<file path="config.mk">
export PLATFORM = sky130hd
export DESIGN_NAME = ilv_bank_arb
export DESIGN_NICKNAME = d
export VERILOG_FILES = /design/src/rtl/ilv_arb_pkg.sv /design/src/rtl/ilv_rst_sync.sv /design/src/rtl/ilv_bank_timer.sv /design/src/rtl/ilv_vec_seq.sv /design/src/rtl/ilv_bank_arb.sv
export SDC_FILE = /design/constraint.sdc
export NUM_CORES = 1
export LEC_CHECK = 0
export BUFFER_PORTS_ARGS = -buffer_cell sky130_fd_sc_hd__clkbuf_2
export CORE_MARGIN = 5
export CORE_UTILIZATION = 53
export CTS_CLUSTER_DIAMETER = 120
export CTS_CLUSTER_SIZE = 16
export DETAILED_ROUTE_END_ITERATION = 8
export HOLD_SLACK_MARGIN = 0.1
export PLACE_DENSITY = 0.75
export SLEW_MARGIN = 20
export SYNTH_ARGS = -nofsm -noshare
export SYNTH_HDL_FRONTEND = slang
export SYNTH_HIERARCHICAL = 1
export SYNTH_SLANG_ARGS = --single-unit
</file>
<file path="constraint.sdc">
create_clock -name clk -period 9.67 [get_ports clk]
set_input_delay 0.4835 -clock clk [delete_from_list [all_inputs] [get_ports clk]]
set_output_delay 0.4835 -clock clk [all_outputs]
set_load 0.01 [all_outputs]
</file>
<file path="src/rtl/ilv_arb_pkg.sv">
package ilv_arb_pkg;
  typedef enum logic [1:0] {
    SRC_IDLE = 2'd0,
    SRC_VEC  = 2'd1,
    SRC_SCL  = 2'd2
  } src_e;
endpackage

</file>
<file path="src/rtl/ilv_rst_sync.sv">
module ilv_rst_sync (
  input  logic clk,
  input  logic rst_n,
  output logic rst_sync_n
);
  logic [1:0] sync_q;

  always_ff @(posedge clk or negedge rst_n) begin
    if (!rst_n) sync_q <= 2'b00;
    else        sync_q <= {sync_q[0], 1'b1};
  end

  assign rst_sync_n = sync_q[1];
endmodule

</file>
<file path="src/rtl/ilv_bank_timer.sv">
module ilv_bank_timer #(
  parameter int BANK_W   = 4,
  parameter int BUSY_CYC = 4
) (
  input  logic                     clk,
  input  logic                     rst_n,
  input  logic                     hit_en,
  input  logic [BANK_W-1:0]        hit_bank,
  output logic [(1<<BANK_W)-1:0]   bank_free
);
  localparam int NBANK = 1 << BANK_W;
  localparam int CNT_W = $clog2(BUSY_CYC + 1);
  localparam logic [CNT_W-1:0] RELOAD = CNT_W'(BUSY_CYC - 1);

  for (genvar g = 0; g < NBANK; g++) begin : g_bank
    logic [CNT_W-1:0] cnt_q, cnt_d;
    logic             cnt_en;
    logic             hit_me;

    assign hit_me = hit_en && (hit_bank == BANK_W'(g));

    always_comb begin
      cnt_d  = cnt_q;
      cnt_en = 1'b0;
      if (hit_me) begin
        cnt_d  = RELOAD;
        cnt_en = 1'b1;
      end else if (cnt_q != '0) begin
        cnt_d  = cnt_q - 1'b1;
        cnt_en = 1'b1;
      end
    end

    always_ff @(posedge clk or negedge rst_n) begin
      if (!rst_n)      cnt_q <= '0;
      else if (cnt_en) cnt_q <= cnt_d;
    end

    assign bank_free[g] = (cnt_q == '0);
  end
endmodule

</file>
<file path="src/rtl/ilv_vec_seq.sv">
module ilv_vec_seq #(
  parameter int ADDR_W = 20,
  parameter int LEN_W  = 7
) (
  input  logic              clk,
  input  logic              rst_n,
  input  logic              start,
  input  logic [ADDR_W-1:0] base,
  input  logic [ADDR_W-1:0] stride,
  input  logic [LEN_W-1:0]  len,
  input  logic              we,
  input  logic              advance,
  output logic              active,
  output logic [ADDR_W-1:0] addr,
  output logic              we_o,
  output logic              done
);
  logic              active_q, active_d;
  logic [ADDR_W-1:0] addr_q, addr_d;
  logic [ADDR_W-1:0] step_q, step_d;
  logic [LEN_W-1:0]  left_q, left_d;
  logic              we_q, we_d;
  logic              done_q, done_d;
  logic              accept;
  logic              final_elem;

  assign accept     = start && !active_q && (len != '0);
  assign final_elem = (left_q == LEN_W'(1));

  always_comb begin
    active_d = active_q;
    addr_d   = addr_q;
    step_d   = step_q;
    left_d   = left_q;
    we_d     = we_q;
    done_d   = 1'b0;
    if (accept) begin
      active_d = 1'b1;
      addr_d   = base;
      step_d   = stride;
      left_d   = len;
      we_d     = we;
    end else if (advance && active_q) begin
      addr_d = addr_q + step_q;
      left_d = left_q - 1'b1;
      if (final_elem) begin
        active_d = 1'b0;
        done_d   = 1'b1;
      end
    end
  end

  always_ff @(posedge clk or negedge rst_n) begin
    if (!rst_n) begin
      active_q <= 1'b0;
      addr_q   <= '0;
      step_q   <= '0;
      left_q   <= '0;
      we_q     <= 1'b0;
      done_q   <= 1'b0;
    end else begin
      active_q <= active_d;
      done_q   <= done_d;
      if (accept || advance) begin
        addr_q <= addr_d;
        left_q <= left_d;
      end
      if (accept) begin
        step_q <= step_d;
        we_q   <= we_d;
      end
    end
  end

  assign active = active_q;
  assign addr   = addr_q;
  assign we_o   = we_q;
  assign done   = done_q;
endmodule

</file>
<file path="src/rtl/ilv_bank_arb.sv">
module ilv_bank_arb
  import ilv_arb_pkg::*;
#(
  parameter int ADDR_W   = 20,
  parameter int BANK_W   = 4,
  parameter int BUSY_CYC = 4,
  parameter int LEN_W    = 7
) (
  input  logic                     clk,
  input  logic                     rst_n,
  input  logic                     vec_start,
  input  logic [ADDR_W-1:0]        vec_base,
  input  logic [ADDR_W-1:0]        vec_stride,
  input  logic [LEN_W-1:0]         vec_len,
  input  logic                     vec_we,
  input  logic                     sc_req,
  input  logic [ADDR_W-1:0]        sc_addr,
  input  logic                     sc_we,
  output logic                     mem_en,
  output logic                     mem_we,
  output logic [BANK_W-1:0]        mem_bank,
  output logic [ADDR_W-BANK_W-1:0] mem_row,
  output logic                     vec_grant,
  output logic                     vec_stall,
  output logic                     vec_busy,
  output logic                     vec_done,
  output logic                     sc_grant,
  output logic                     sc_stall
);
  localparam int NBANK = 1 << BANK_W;
  localparam int ROW_W = ADDR_W - BANK_W;

  logic              rst_i_n;
  logic              vec_active;
  logic [ADDR_W-1:0] vec_addr;
  logic              vec_we_q;
  logic [NBANK-1:0]  bank_free;
  logic [BANK_W-1:0] vec_bank;
  logic [BANK_W-1:0] sc_bank;
  logic              sc_gap_q, sc_gap_d;
  logic              run_q;
  src_e              src;

  ilv_rst_sync rst_sync_i (
    .clk        (clk),
    .rst_n      (rst_n),
    .rst_sync_n (rst_i_n)
  );

  ilv_vec_seq #(
    .ADDR_W (ADDR_W),
    .LEN_W  (LEN_W)
  ) vec_seq_i (
    .clk     (clk),
    .rst_n   (rst_i_n),
    .start   (vec_start),
    .base    (vec_base),
    .stride  (vec_stride),
    .len     (vec_len),
    .we      (vec_we),
    .advance (vec_grant),
    .active  (vec_active),
    .addr    (vec_addr),
    .we_o    (vec_we_q),
    .done    (vec_done)
  );

  ilv_bank_timer #(
    .BANK_W   (BANK_W),
    .BUSY_CYC (BUSY_CYC)
  ) bank_timer_i (
    .clk       (clk),
    .rst_n     (rst_i_n),
    .hit_en    (mem_en),
    .hit_bank  (mem_bank),
    .bank_free (bank_free)
  );

  assign vec_bank = vec_addr[BANK_W-1:0];
  assign sc_bank  = sc_addr[BANK_W-1:0];

  // vector side wins the slot whenever its bank is free
  assign vec_grant = vec_active && bank_free[vec_bank];
  assign sc_grant  = run_q && sc_req && !sc_gap_q && bank_free[sc_bank] && !vec_grant;
  assign vec_stall = vec_active && !vec_grant;
  assign sc_stall  = run_q && sc_req && !sc_grant;
  assign vec_busy  = vec_active;

  always_comb begin
    if (vec_grant)     src = SRC_VEC;
    else if (sc_grant) src = SRC_SCL;
    else               src = SRC_IDLE;
  end

  always_comb begin
    mem_en   = 1'b0;
    mem_we   = 1'b0;
    mem_bank = '0;
    mem_row  = '0;
    case (src)
      SRC_VEC: begin
        mem_en   = 1'b1;
        mem_we   = vec_we_q;
        mem_bank = vec_bank;
        mem_row  = vec_addr[ADDR_W-1:BANK_W];
      end
      SRC_SCL: begin
        mem_en   = 1'b1;
        mem_we   = sc_we;
        mem_bank = sc_bank;
        mem_row  = sc_addr[ADDR_W-1:BANK_W];
      end
      default: ;
    endcase
  end

  assign sc_gap_d = sc_grant;

  always_ff @(posedge clk or negedge rst_i_n) begin
    if (!rst_i_n) begin
      sc_gap_q <= 1'b0;
      run_q    <= 1'b0;
    end else begin
      sc_gap_q <= sc_gap_d;
      run_q    <= 1'b1;
    end
  end

  logic unused_row_w;
  assign unused_row_w = (ROW_W > 0) ? 1'b0 : 1'b1;
endmodule

</file>
; Word-level counts from Yosys, hierarchy flattened
; Cells that the tools add are included.
[op_classes]
n_addsub = 18
mul = 0
n_div = 0
n_lt_le_gt_ge = 2
eq_ne = 18
shift = 0
muxes = 84
bitwise_logic = 0
reduce_logical = 102
[ops]
columns = operator, n
row1 = 2-to-1 mux 3 bit, 32
row2 = logical NOT 3 bit, 16
row3 = nonzero test 3 bit, 16
row4 = subtractor 3 x 1 -> 3 bit (second input constant), 16
row5 = 2-to-1 mux 1 bit, 41
row6 = 2-to-1 mux 20 bit, 2
row7 = AND reduction 2 bit, 18
row8 = nonzero test 2 bit, 18
row9 = equality test 4 bit (second input constant), 8
row10 = one-hot mux 16 bit (2 select lines), 1
row11 = logical AND 1 bit, 26
row12 = adder 20 bit, 1
row13 = equality test 4 x 3 -> 1 bit (second input constant), 4
row14 = 2-to-1 mux 7 bit, 2
row15 = less-than comparator 4 x 5 -> 1 bit (second input constant), 2
row16 = binary-select mux 1 bit (select 4 bit), 2
row17 = equality test 4 x 2 -> 1 bit (second input constant), 2
row18 = one-hot mux 4 bit (2 select lines), 1
row19 = equality test 7 x 1 -> 1 bit (second input constant), 1
row20 = nonzero test 7 bit, 1
row21 = subtractor 7 x 1 -> 7 bit (second input constant), 1
row22 = equality test 4 x 1 -> 1 bit (second input constant), 1
row23 = logical NOT 1 bit, 4
row24 = logical NOT 4 bit, 1
row25 = 6 further kinds, 7
[word_totals]
register_bits = 102
latchBits = 0
mem_bits_rw = 0
mem_bits_ro = 0
in_bits = 73
output_inout_bits = 28
wordCells = 249
n_memories = 0

; Longest topological paths before layout
[logic_depth]
ltp_word = 14
ltp_mapped = 15
depth_no_buf = 13

; By module
; The synthesis kept the hierarchy.
[by_module_without_submodules]
columns = mod, instances, cells_each, area_each_um2, seq_area_each_um2
row1 = ilv_vec_seq, 1, 297, 3059.2, 1251.2
row2 = ilv_bank_timer, 1, 271, 2735.1, 1201.2
row3 = ilv_bank_arb, 1, 120, 914.6, 50.0
row4 = ilv_rst_sync, 1, 3, 53.8, 50.0

; Worst setup path before layout
; OpenSTA, ideal clock, no wires.
[synth_timing]
kind = flip-flop to flip-flop
startpoint = register bank_timer_i.g_bank[6].cnt_q[0]
endpoint = register bank_timer_i.g_bank[6].cnt_q[2]
setup_ns = 0.119
t_arrival_ns = 3.114
required_time_ns = 9.551
slack_ns = 6.437
path_stages_with_launch = 14
n_path_buf = 2
synth_period_minus_slack_ns = 3.233
path_cell_list = dfrtp_1 -> inv_1 -> ha_1 -> nor2b_1 -> mux4_2 -> o22ai_2 -> nor4b_2 -> or2_1 -> buf_6 -> o31ai_1 -> buf_2 -> nand2_1 -> or3_1 -> and2_1
[synth_via]
elab_chain_len = 14
elab_cells_between_ends = 26
classes_between = 1 x add/sub / 3 x eq/ne / 12 x mux / 10 x reduce/logical
[synth_lines]
columns = element, line_no
row1 = "start, declared", ilv_bank_timer.sv:16  ; logic [CNT_W-1:0] cnt_q, cnt_d;
row2 = "start signal, assigned", ilv_bank_timer.sv:36  ; else if (cnt_en) cnt_q <= cnt_d;
row3 = logical NOT 3 bit (*), ilv_bank_timer.sv:39  ; assign bank_free[g] = (cnt_q == '0);
row4 = named net bank_free[6], ilv_bank_arb.sv:37  ; logic [NBANK-1:0] bank_free;
row5 = binary-select mux 1 bit (select 4 bit), ilv_bank_arb.sv:83  ; assign vec_grant = vec_active && bank_free[vec_bank];
row6 = 2-to-1 mux 1 bit (implied by the code), ilv_bank_arb.sv:83
row7 = logical AND 1 bit, ilv_bank_arb.sv:83
row8 = logical NOT 1 bit, ilv_bank_arb.sv:84  ; assign sc_grant = run_q && sc_req && !sc_gap_q && bank_free[sc_bank] && !vec_grant;
row9 = logical AND 1 bit, ilv_bank_arb.sv:84
row10 = 2-to-1 mux 2 bit, ilv_bank_arb.sv:91  ; else if (sc_grant) src = SRC_SCL;
row11 = 2-to-1 mux 2 bit (*), ilv_bank_arb.sv:90  ; if (vec_grant) src = SRC_VEC;
row12 = equality test 2 bit / equality test 2 x 1 -> 1 bit (equally long branches), ilv_bank_arb.sv:100  ; case (src)
row13 = one-hot mux 4 bit (2 select lines) (*), ilv_bank_arb.sv:100
row14 = named net mem_bank[1], ilv_bank_arb.sv:21  ; output logic [BANK_W-1:0] mem_bank,
row15 = equality test 4 x 3 -> 1 bit (*), ilv_bank_timer.sv:20  ; assign hit_me = hit_en && (hit_bank == BANK_W'(g));
row16 = logical AND 1 bit (*), ilv_bank_timer.sv:20
row17 = nonzero test 2 bit (no line) / 2-to-1 mux 1 bit (equally long branches), -
row18 = AND reduction 2 bit (no line), -
; Mark *: on every way through the listed nets, which the timed path passes. The rest lies on a longest branch. The select of a mux whose other input is x is not followed.
; A chain may end at the register's enable or synchronous reset.

; Worst setup path in the final report
[layout_timing]
startpoint = register bank_timer_i.g_bank[4].cnt_q[0]
endpoint = register vec_seq_i.left_q[4]
[layout_via]
elab_chain_len = 7
elab_cells_between_ends = 8
classes_between = 2 x mux / 6 x reduce/logical
[layout_lines]
columns = element, line_no
row1 = "start, declared", ilv_bank_timer.sv:16
row2 = "start signal, assigned", ilv_bank_timer.sv:36
row3 = logical NOT 3 bit (*), ilv_bank_timer.sv:39
row4 = named net bank_free[4], ilv_bank_arb.sv:37
row5 = binary-select mux 1 bit (select 4 bit) (*), ilv_bank_arb.sv:83
row6 = 2-to-1 mux 1 bit (implied by the code) (*), ilv_bank_arb.sv:83
row7 = logical AND 1 bit (*), ilv_bank_arb.sv:83
row8 = logical AND 1 bit, ilv_vec_seq.sv:43  ; end else if (advance && active_q) begin
row9 = nonzero test 2 bit (no line), -
row10 = AND reduction 2 bit (no line) (*), -
row11 = "end signal, assigned", ilv_vec_seq.sv:66  ; left_q <= left_d;
row12 = "end, declared", ilv_vec_seq.sv:21  ; logic [LEN_W-1:0] left_q, left_d;
; Marks and branches as above.

==> metrics.txt <==
clock-pin slew on the worst setup and hold paths 80 ps; clock period minus worst slack 4560 ps; critical path data arrival time between 4000 and 5000 ps; DR pass1 iterations 6; die area 15100 um2; cells along the critical path inv_1 > ha_1 > nor2b_1 > mux4_2 > o22ai_2 > nor4b_2 > buf_4 > or2_1 > buf_4 > nand2_1 > nor4b_1 > xnor2_1 > o21ai_0; Yosys top cell area share 0.377; Leak 3.77 nW; MaxCap Viol Count 0; fin cells 960; Yosys reg bits 102; Ports 101; Setup TNS Final 0 ps; Inserted Clock Buffers 9; multi-input logic area 3840 um2; Post-synth EDFFs 0; syn_nets 818; worst min-delay path class register to async pin; antenna violations before repair 0; Final ANT Viol Nets 0; dominant cell type by area after synthesis dfrtp_1; proportion of layout cells with a drive suffix above 1 0.254; post-DP HPWL 12600 um; CTS tree done; peak supply drop 0.188 mV; P&R area growth vs syn 14.4%; CP endpoint kind register; area of the core between 10000 and 15000 um2; H-tree levels 3; register area share after synthesis 0.377; slowest stage cell, crit path nand2_1; DRC errors left 0; register area 2560 um2; NumNets Final 910; Cell Rows 41; Setup Fix Bufs, Post-CTS 0; RSZ-0062 raised after global routing no; Die W 123 um; vias per cell 5.72; WS Path Type register to register; insertion delay to the later sink of the worst-skew pair 360 ps; Worst Skew roughly 10 ps; pin count of the biggest net entering global routing between 70 and 80; Global Route Usage Sum 0.233; YS warnings 6; final core occ 0.615; Cells after DPL around 940; hold slack 247 ps; Diodes inserted 0; Cell variety after synth 65; CTS sink cnt 102; Required @ worst endpoint around 9900 ps; Die Y 123 um; Mapped Avg Cell Area between 9 and 10 um2; Mapped Area 6760 um2; outcome complete, no violations; vias 5495; vias in the first global route 5816; Pwr Total between 3 and 4 mW; hold bufs inserted after CTS 1; Total Wirelength roughly 17000 um; critical-path maximum fanout 30; Main synth FF type dfrtp_1; final setup violation count 0; slew of the pin with the lowest slew margin approximately 1100 ps; # resized after CTS 0; gpl congestion just over 0.9; top cells by area, synth dfrtp_1, ha_1, mux2_2, o21ai_0, o31ai_2; Iteration-0 DRC Markers 279; Starting Density 0.538; Hold Fails Final Rpt 0; port buffer count 100; Clock Path Buffers 2; root buf cell clkbuf_16; GRT overflow 0; fmax 219 MHz; Mapped Cells 691; PD cells 391 nW/um2; Max-slew headroom 0.293; first-pass GRT wire length about 28000 um; crit-path max cell delay 660 ps; CP most frequent cell buf_4; ys async rst share 1.00; WL/cell 17.4 um; startpoint types register; fillcell total 1051; part of the cycle the worst path needs 0.472; Max Slew Vio Count 0
## per-stage QoR
step / setup slack [ps] / cell area [um2]
2_1_floorplan: 6440 / 6760
3_3_place_gp: 5390 / 7390
3_5_place_dp: 5120 / 7390
4_1_cts: 5110 / 7730
5_1_grt: 4740 / 7730
6_report: 5110 / 7730
## area by class of cell
class,instances,share of cell area
clock buffers,10,0.0309
clock inverters,6,0.0120
inverters,59,0.0286
multi-input cells,502,0.496
flip-flops and latches,102,0.330
well taps,172,0.0278
repair buffers,109,0.0738
## placed cells by master, fill, tap and decap left out, types with 3 or more instances in the layout
cell,synthesis,final
nor3_1,12,12
a211oi_1,3,3
a211o_1,5,5
and2_1,8,8
o21ai_0,55,55
a21oi_1,18,18
nand2b_1,10,10
a22oi_1,14,14
nand3_1,9,9
a221o_1,7,7
a31oi_1,3,3
o31ai_1,3,3
nor3b_1,5,5
nand2_1,50,50
or3_1,5,5
mux2_2,41,41
inv_1,59,59
nor2b_1,23,23
clkbuf_2,0,100
ha_1,53,53
xnor2_1,25,25
nor2_1,52,52
mux2i_1,19,19
xor2_1,7,7
clkbuf_16,0,9
buf_4,2,8
nand4_1,3,3
dfrtp_1,102,101
a21o_1,9,9
o31ai_2,18,18
## final timing paths
path | startpoint | end | slack (ps) | depth (start not counted)
worst min register to register | rst_sync_i/sync_q[1] | vec_seq_i/step_q[6] | 250 | 0
worst max-delay path | bank_timer_i/g_bank[4].cnt_q[0] | vec_seq_i/left_q[4] | 5110 | 13
min in group clk | vec_stride[6] | vec_seq_i/step_q[6] | 350 | 2
worst max register to register | bank_timer_i/g_bank[4].cnt_q[0] | vec_seq_i/left_q[4] | 5110 | 13
max in group asynchronous | rst_sync_i/sync_q[1] | bank_timer_i/g_bank[2].cnt_q[0] | 8160 | 1
worst min-delay path | rst_sync_i/sync_q[1] | vec_seq_i/step_q[6] | 250 | 0
## where the power goes
group | internal (mW) | total, mW | switching (mW)
sequential | 0.648 | 0.799 | 0.151
clock | 0.236 | 0.408 | 0.172
combinational | 0.776 | 1.82 | 1.04
## cells by family after synthesis
| group | Yosys count | synth area share |
|---|---|---|
| buffers and inverters | 87 | 0.0564 |
| xor gates and xnor gates | 32 | 0.0414 |
| other | 2 | 0.00111 |
| muxes | 62 | 0.103 |
| AOI/OAI and AO/OA | 158 | 0.175 |
| and+or+nand+nor | 194 | 0.144 |
| DFF | 102 | 0.377 |
| adders and majority gates | 54 | 0.101 |
## state kept, by name (all words and copies together), names as in the netlist
register and cells:
sc_gap_q 1, vec_seq_i/active 1, vec_seq_i/done 1, vec_seq_i/addr 20
vec_seq_i/left_q 7, rst_sync_i/sync_q 2, vec_seq_i/step_q 20, bank_timer_i/g_bank.cnt_q 48
vec_seq_i/we_o 1, run_q 1
## cells in the mapped netlist (14+ instances only)
cell type	count
xnor2_1	25
o21ai_0	55
dfrtp_1	102
a22oi_1	14
nand2_1	50
ha_1	53
nor2_1	52
mux2_2	41
a21oi_1	18
inv_1	59
mux2i_1	19
o31ai_2	18
nor2b_1	23
## worst max-delay path: cells and delay by family, from the launching register on
| family | cells | cell delay [ps] |
|---|---|---|
| and+or+nand+nor | 5 | 2450 |
| buffers and inverters | 3 | 750 |
| DFF | 1 | 370 |
| muxes | 1 | 330 |
| adders and majority gates | 1 | 180 |
| xor gates and xnor gates | 1 | 170 |
| AOI/OAI and AO/OA | 2 | 170 |
## per-layer routing
metal / wire (um) / global-route usage / part of all wire / up-vias
li1: - / - / - / 2615
met1: 7190 / 0.299 / 0.43 / 2684
met2: 8370 / 0.389 / 0.50 / 162
met3: 759 / 0.0380 / 0.045 / 34
met4: 408 / 0.101 / 0.024 / 0
met5: 0 / 0 / 0 / -
Note: power is estimated with default switching activity, not from simulation.
